File: config.mk
export PLATFORM = sky130hd
export DESIGN_NAME = flash_guard
export DESIGN_NICKNAME = d
export VERILOG_FILES = /design/src/rtl/fwp_pkg.sv /design/src/rtl/fwp_status_reg.sv /design/src/rtl/fwp_range_decode.sv /design/src/rtl/fwp_req_judge.sv /design/src/rtl/flash_guard.sv
export SDC_FILE = /design/constraint.sdc
export NUM_CORES = 1
export LEC_CHECK = 0
export BUFFER_PORTS_ARGS = -buffer_cell sky130_fd_sc_hd__buf_4
export CELL_PAD_IN_SITES_DETAIL_PLACEMENT = 1
export CELL_PAD_IN_SITES_GLOBAL_PLACEMENT = 1
export CORE_MARGIN = 1.5
export CORE_UTILIZATION = 22
export DETAILED_ROUTE_END_ITERATION = 6
export GPL_TIMING_DRIVEN = 0
export MAX_ROUTING_LAYER = met4
export PLACE_DENSITY = 0.87
export REMOVE_ABC_BUFFERS = 1
export SYNTH_ARGS = -nofsm -noshare
export SYNTH_HDL_FRONTEND = slang
export SYNTH_HIERARCHICAL = 1
export SYNTH_SLANG_ARGS = --single-unit
File: constraint.sdc
create_clock -name clk -period 1.3 [get_ports clk]
set_input_delay 0.065 -clock clk [delete_from_list [all_inputs] [get_ports clk]]
set_output_delay 0.065 -clock clk [all_outputs]
set_load 0.05 [all_outputs]
File: src/rtl/fwp_pkg.sv
package fwp_pkg;
  typedef enum logic [1:0] {
    OP_PROG = 2'd0,
    OP_SECT = 2'd1,
    OP_CHIP = 2'd2,
    OP_RSVD = 2'd3
  } op_kind_e;

  localparam int LEVEL_W = 3;

  typedef struct packed {
    logic               lock;
    logic               from_bottom;
    logic [LEVEL_W-1:0] level;
  } guard_bits_t;
endpackage

File: src/rtl/fwp_status_reg.sv
module fwp_status_reg
  import fwp_pkg::*;
(
  input  logic        clk,
  input  logic        rst,
  input  logic        wr_valid,
  input  logic        guard_n,
  input  guard_bits_t wr_bits,
  output guard_bits_t bits_q,
  output logic        wr_rej_q
);
  logic frozen;
  assign frozen = !guard_n && bits_q.lock;

  always_ff @(posedge clk) begin
    if (rst) begin
      bits_q   <= '0;
      wr_rej_q <= 1'b0;
    end else begin
      wr_rej_q <= 1'b0;
      if (wr_valid) begin
        if (frozen) wr_rej_q <= 1'b1;
        else        bits_q   <= wr_bits;
      end
    end
  end
endmodule

File: src/rtl/fwp_range_decode.sv
module fwp_range_decode
  import fwp_pkg::*;
#(
  parameter int NBLK_LOG2 = 2
) (
  input  logic                    from_bottom,
  input  logic [LEVEL_W-1:0]      level,
  output logic [(1<<NBLK_LOG2)-1:0] prot_mask,
  output logic                    chip_ok
);
  localparam int NBLK  = 1 << NBLK_LOG2;
  localparam int QTR   = NBLK / 4;
  localparam int CNT_W = NBLK_LOG2 + 1;

  logic [2:0]       quarters;
  logic [CNT_W-1:0] prot_cnt;

  always_comb begin
    case (level)
      3'b001:         quarters = 3'd1;
      3'b010:         quarters = 3'd2;
      3'b110:         quarters = 3'd3;
      3'b011, 3'b111: quarters = 3'd4;
      default:        quarters = 3'd0;
    endcase
  end

  assign prot_cnt = CNT_W'(quarters) * CNT_W'(QTR);
  assign chip_ok  = (level == '0);

  for (genvar i = 0; i < NBLK; i++) begin : g_blk
    localparam logic [CNT_W-1:0] BELOW = CNT_W'(i);
    localparam logic [CNT_W-1:0] ABOVE = CNT_W'(NBLK - 1 - i);
    assign prot_mask[i] = from_bottom ? (prot_cnt > BELOW) : (prot_cnt > ABOVE);
  end
endmodule

File: src/rtl/fwp_req_judge.sv
module fwp_req_judge
  import fwp_pkg::*;
#(
  parameter int NBLK_LOG2 = 2
) (
  input  logic                      clk,
  input  logic                      rst,
  input  logic                      req_valid,
  input  logic [1:0]                req_kind,
  input  logic [NBLK_LOG2-1:0]      blk_idx,
  input  logic [(1<<NBLK_LOG2)-1:0] prot_mask,
  input  logic                      chip_ok,
  output logic                      grant_q,
  output logic                      deny_q
);
  op_kind_e kind;
  logic     allow;

  assign kind = op_kind_e'(req_kind);

  always_comb begin
    case (kind)
      OP_PROG, OP_SECT: allow = !prot_mask[blk_idx];
      OP_CHIP:          allow = chip_ok;
      default:          allow = 1'b0;
    endcase
  end

  always_ff @(posedge clk) begin
    if (rst) begin
      grant_q <= 1'b0;
      deny_q  <= 1'b0;
    end else begin
      grant_q <= req_valid && allow;
      deny_q  <= req_valid && !allow;
    end
  end
endmodule

File: src/rtl/flash_guard.sv
module flash_guard
  import fwp_pkg::*;
#(
  parameter int ADDR_W    = 24,
  parameter int BLK_BITS  = 16,
  parameter int NBLK_LOG2 = 2
) (
  input  logic              clk,
  input  logic              rst,
  input  logic              hw_guard_n,
  input  logic              sr_wr_valid,
  input  logic              sr_wr_bottom,
  input  logic [2:0]        sr_wr_level,
  input  logic              sr_wr_lock,
  output logic              sr_rej,
  output logic              cur_bottom,
  output logic [2:0]        cur_level,
  output logic              cur_lock,
  input  logic              req_valid,
  input  logic [1:0]        req_kind,
  input  logic [ADDR_W-1:0] req_addr,
  output logic              req_grant,
  output logic              req_deny
);
  localparam int NBLK   = 1 << NBLK_LOG2;
  localparam int IDX_HI = BLK_BITS + NBLK_LOG2;

  guard_bits_t            wr_bits, bits_q;
  logic [NBLK-1:0]        prot_mask;
  logic                   chip_ok;
  logic [NBLK_LOG2-1:0]   blk_idx;
  logic                   unused_addr;

  assign wr_bits     = '{lock: sr_wr_lock, from_bottom: sr_wr_bottom, level: sr_wr_level};
  assign blk_idx     = req_addr[IDX_HI-1:BLK_BITS];
  assign unused_addr = ^{req_addr[ADDR_W-1:IDX_HI], req_addr[BLK_BITS-1:0]};

  fwp_status_reg u_sreg (
    .clk      (clk),
    .rst      (rst),
    .wr_valid (sr_wr_valid),
    .guard_n  (hw_guard_n),
    .wr_bits  (wr_bits),
    .bits_q   (bits_q),
    .wr_rej_q (sr_rej)
  );

  fwp_range_decode #(.NBLK_LOG2(NBLK_LOG2)) u_dec (
    .from_bottom (bits_q.from_bottom),
    .level       (bits_q.level),
    .prot_mask   (prot_mask),
    .chip_ok     (chip_ok)
  );

  fwp_req_judge #(.NBLK_LOG2(NBLK_LOG2)) u_judge (
    .clk       (clk),
    .rst       (rst),
    .req_valid (req_valid),
    .req_kind  (req_kind),
    .blk_idx   (blk_idx),
    .prot_mask (prot_mask),
    .chip_ok   (chip_ok),
    .grant_q   (req_grant),
    .deny_q    (req_deny)
  );

  assign cur_bottom = bits_q.from_bottom;
  assign cur_level  = bits_q.level;
  assign cur_lock   = bits_q.lock;
endmodule

==> out/summary.md <==
The die covers 2240 µm². Clock tree synthesis found a total of 8 sinks. The number of antenna violations at the first check in global routing was 0; the fraction of final layout cells with drive strength greater than 1 was 52.9%. Setup violations remaining at the end of the flow were counted as 0.

The flow ran to the end, and the final reports show no timing, DRC or antenna violations. From bottom edge to top edge, the die measures 47.3 µm. The number of nets with antenna violations after detailed routing was 0; the floorplan die width was 47.3 µm. Traced cell by cell, the critical path runs through nand2b_4 -> o2bb2ai_2 -> mux2i_1 -> a22o_1 -> o21ba_1. After floorplanning, the core was divided into 15 placement rows. For this run, the post-layout net count is 108. The share of total power dissipated in the clock network is 29.4%. The flip-flop and latch count after synthesis is 8. At the worst endpoint, the required time is 1.44 ns. The number of global-route vias before repair was 423; the port buffer count was 21.

The net switching share of the total power is 30.9%. In this run the cell area of the synthesized design comes to 432 µm². The tools report the summed negative setup slack over all endpoints as 0 ns. Per report_power, the combinational group accounts for 27.8% of the total. The top fanout value on the critical path came out at 6.

On the critical path, the stage with the largest delay is an instance of sky130_fd_sc_hd__dfxtp_2. Number of flops mapped to enable cells by yosys: 0. No sink is reached through more buffers than the 2 on the longest clock path. The logs give 44 for the number of primary I/O pins and 0.00499 ns for the worst-case clock skew.

The maximum number of pins on one net before global-route repair was 12; the post-route clock period utilization was 94.5%. Dividing the detail-routed wire length by the instance count gives 11.0 µm. The layout overhead on the synthesized area came out at 55.7%. The tools report the maximum VDD drop as 0.000427 V. Power comes to 0.000656 W. CTS placed an instance of sky130_fd_sc_hd__clkbuf_4 at the clock tree root. The tools report the wire length of the first global-routing pass as 1720 µm. Number of diodes added for antenna fixing: 0. For the worst setup path, the data arrival time is 1.37 ns. Derived from the worst setup path, the maximum achievable clock frequency is 0.814 GHz.

For the cell-internal power, the log shows 0.000453 W. Number of endpoints with negative hold slack in the final report: 0. For this run, design rule violations remaining after detail routing come to 0. The power density over cell area works out to 976 nW/µm². TritonCTS built the clock tree. The run gives 42.8% as the relative contribution of sequential cells to total power. In this run the power spent charging and discharging nets is 0.000203 W.

The logs give 0.07 ns for the worst setup slack for register-to-register paths and 37.1% for the share of synthesized area occupied by flip-flops and latches. The congestion estimate from routability-driven global placement came to 0.595. The worst pin sits at a relative slew slack of 85.3%. The mean area per synthesized cell was 9.59 µm². The clock edge transition at the registers on the reported setup and hold paths is 0.06 ns. The starting DRC count in detailed routing was 1.

The post-detailed-route via-to-cell ratio is 4.41. Clock tree synthesis inserted a total of 3 buffers. Summed over all layers, the routed wires come to 1050 µm.

The Yosys step of the flow raised 6 warnings. The synthesized design spends more area on one cell type than any other, namely sky130_fd_sc_hd__dfxtp_1. Of the post-synthesis cell area, the dominant cell type holds 37.1%.

The HPWL after detailed placement is 832 µm. The async set-reset flop share out of synthesis is 0%, and the gate count of the mapped netlist is 45. For this run, the total global-route usage over all layers was measured as 12.1%. For this run, the leading register cell type out of synthesis is sky130_fd_sc_hd__dfxtp_1.

In the post-synthesis netlist, the biggest area contributors are sky130_fd_sc_hd__dfxtp_1, sky130_fd_sc_hd__nand2b_1, sky130_fd_sc_hd__mux2i_1, sky130_fd_sc_hd__a21boi_4, sky130_fd_sc_hd__and4bb_2. The worst setup path is launched from a flop. The first detailed-routing pass took 2 iterations. The core region is 1780 µm². For the final-report max-slew violation count, the log shows 0. Summed over all layers, the global routing overflow is 0.

By startpoint and endpoint, the worst setup path is classified as flop to flop. The smallest clock period supported by the final layout is computed as 1.23 ns. STA classifies the critical path endpoint as a flop.

The path class of the tightest hold or removal check is primary input to flop. In the synthesized netlist, the cells that appear most often are sky130_fd_sc_hd__nand2b_1, sky130_fd_sc_hd__dfxtp_1, sky130_fd_sc_hd__mux2i_1. For this configuration, the core starts out at a cell density of 24.2%. The run gives 0 as the max capacitance violation total.

The clock reaches the later pin of the worst-skew pair after 0.25 ns. For this block, the via count after detailed routing is 419. The depth of the CTS H-tree came out at 1.

The highest cell delay on the worst timing path is 0.35 ns, and the number of inserted filler cells in the final layout is 224. The slew at the pin closest to its max-slew limit was 0.221 ns. The static leakage power was 0.308 nW. Yosys instantiated no cell more often than sky130_fd_sc_hd__nand2b_1. In this run, distinct cell masters in the synthesized netlist total 18.
-- layout by cell type, fill, tap and decap left out --
master                       n
sky130_fd_sc_hd__clkbuf_4    3
sky130_fd_sc_hd__a21boi_4    1
sky130_fd_sc_hd__dfxtp_2     3
sky130_fd_sc_hd__mux2i_1     6
sky130_fd_sc_hd__nand2b_4    1
sky130_fd_sc_hd__nor2b_1     1
sky130_fd_sc_hd__a22o_1      1
sky130_fd_sc_hd__nor3_1      1
sky130_fd_sc_hd__nand2_1     2
sky130_fd_sc_hd__dfxtp_1     4
sky130_fd_sc_hd__o31a_2      1
sky130_fd_sc_hd__nand2b_1   10
sky130_fd_sc_hd__dfxtp_4     1
sky130_fd_sc_hd__nor3_2      1
sky130_fd_sc_hd__buf_4      22
sky130_fd_sc_hd__nor2_1      3
sky130_fd_sc_hd__inv_2       2
sky130_fd_sc_hd__o21ai_1     1
sky130_fd_sc_hd__o2bb2ai_2   1
sky130_fd_sc_hd__o31a_1      1
sky130_fd_sc_hd__o21ba_1     1
sky130_fd_sc_hd__o21ai_0     1
sky130_fd_sc_hd__and4bb_2    1
sky130_fd_sc_hd__a22oi_1     1
-- routing by layer --
| metal | part of all wire, % | global-route usage (%) | wire length, µm |
|---|---|---|---|
| met1 | 43 | 14.0 | 449 |
| met5 | 0 | - | 0 |
| met2 | 49 | 17.0 | 510 |
| met3 | 7.4 | 4.62 | 78 |
| met4 | 0.76 | 8.33 | 8 |
-- stage by stage --
stage / util [%] / hold WS, ns / instance area, µm² / std cells / worst slack, ns
after floorplan: - / 0.137 / 432 / 45 / -0.281
after global placement: 34.8 / 0.295 / 621 / 91 / -0.0254
after detailed placement: 34.8 / 0.309 / 621 / 91 / -0.0778
after CTS: 36.4 / 0.0345 / 648 / 94 / 0.0109
after global routing: 37.7 / 0.0420 / 672 / 95 / -0.00477
final: 37.7 / 0.0419 / 672 / 95 / 0.0711
-- worst max-delay path: cells and delay by family (launching register included) --
kind / cells / cell delay (ns)
AOI/OAI and AO/OA: 3 / 0.54
DFF: 1 / 0.35
muxes: 1 / 0.08
and+or+nand+nor: 1 / 0.15
-- sequential cells by signal (all words and copies together) (netlist names) --
register and flops:
u_judge/grant_q 1, u_sreg/bits_q 5, u_judge/deny_q 1, u_sreg/wr_rej_q 1
-- layout make-up --
cell class | instances | area (µm²) | area share, %
tap | 25 | 31.3 | 4.66
clock buffer | 3 | 22.5 | 3.35
inverter | 2 | 7.51 | 1.12
multi-input combinational | 35 | 278 | 41.3
sequential | 8 | 168 | 25.0
timing repair buffer | 22 | 165 | 24.6
-- repair_timing --
action	in CTS	in global routing
resized for setup	5	3
setup buffers	0	1
hold buffers	0	0
pin swaps	0	1
endpoints found under the setup margin	2	2
-- cell families (layout without fill, tap and decap cells) --
family	Yosys count	after routing	share of synthesized area, %
and+or+nand+nor	20	20	28.1
AOI/OAI and AO/OA	9	9	19.1
DFF	8	8	37.1
muxes	6	6	13.9
buffers and inverters	2	27	1.74
-- power groups by stage --
stage | clock network (W) | logic, W | registers [W]
CTS | 0.000204 | 0.000176 | 0.000281
floorplan | 0 | 0.0000578 | 0.000330
global route | 0.000214 | 0.000196 | 0.000285
detailed placement | 0 | 0.000175 | 0.000285
finish | 0.000193 | 0.000182 | 0.000281
global placement | 0 | 0.000171 | 0.000283
-- worst paths after layout --
| path | from | end | depth (start not counted) |
|---|---|---|---|
| worst min register to register | u_sreg/bits_q[3]$_SDFFE_PP0P_ | u_sreg/bits_q[3]$_SDFFE_PP0P_ | 2 |
| worst min-delay path | rst | u_sreg/bits_q[4]$_SDFFE_PP0P_ | 2 |
| worst max-delay path | u_sreg/bits_q[2]$_SDFFE_PP0P_ | u_judge/grant_q$_SDFF_PP0_ | 5 |
| worst max register to register | u_sreg/bits_q[2]$_SDFFE_PP0P_ | u_judge/grant_q$_SDFF_PP0_ | 5 |
No activity file was read; power rests on OpenSTA's default activity.
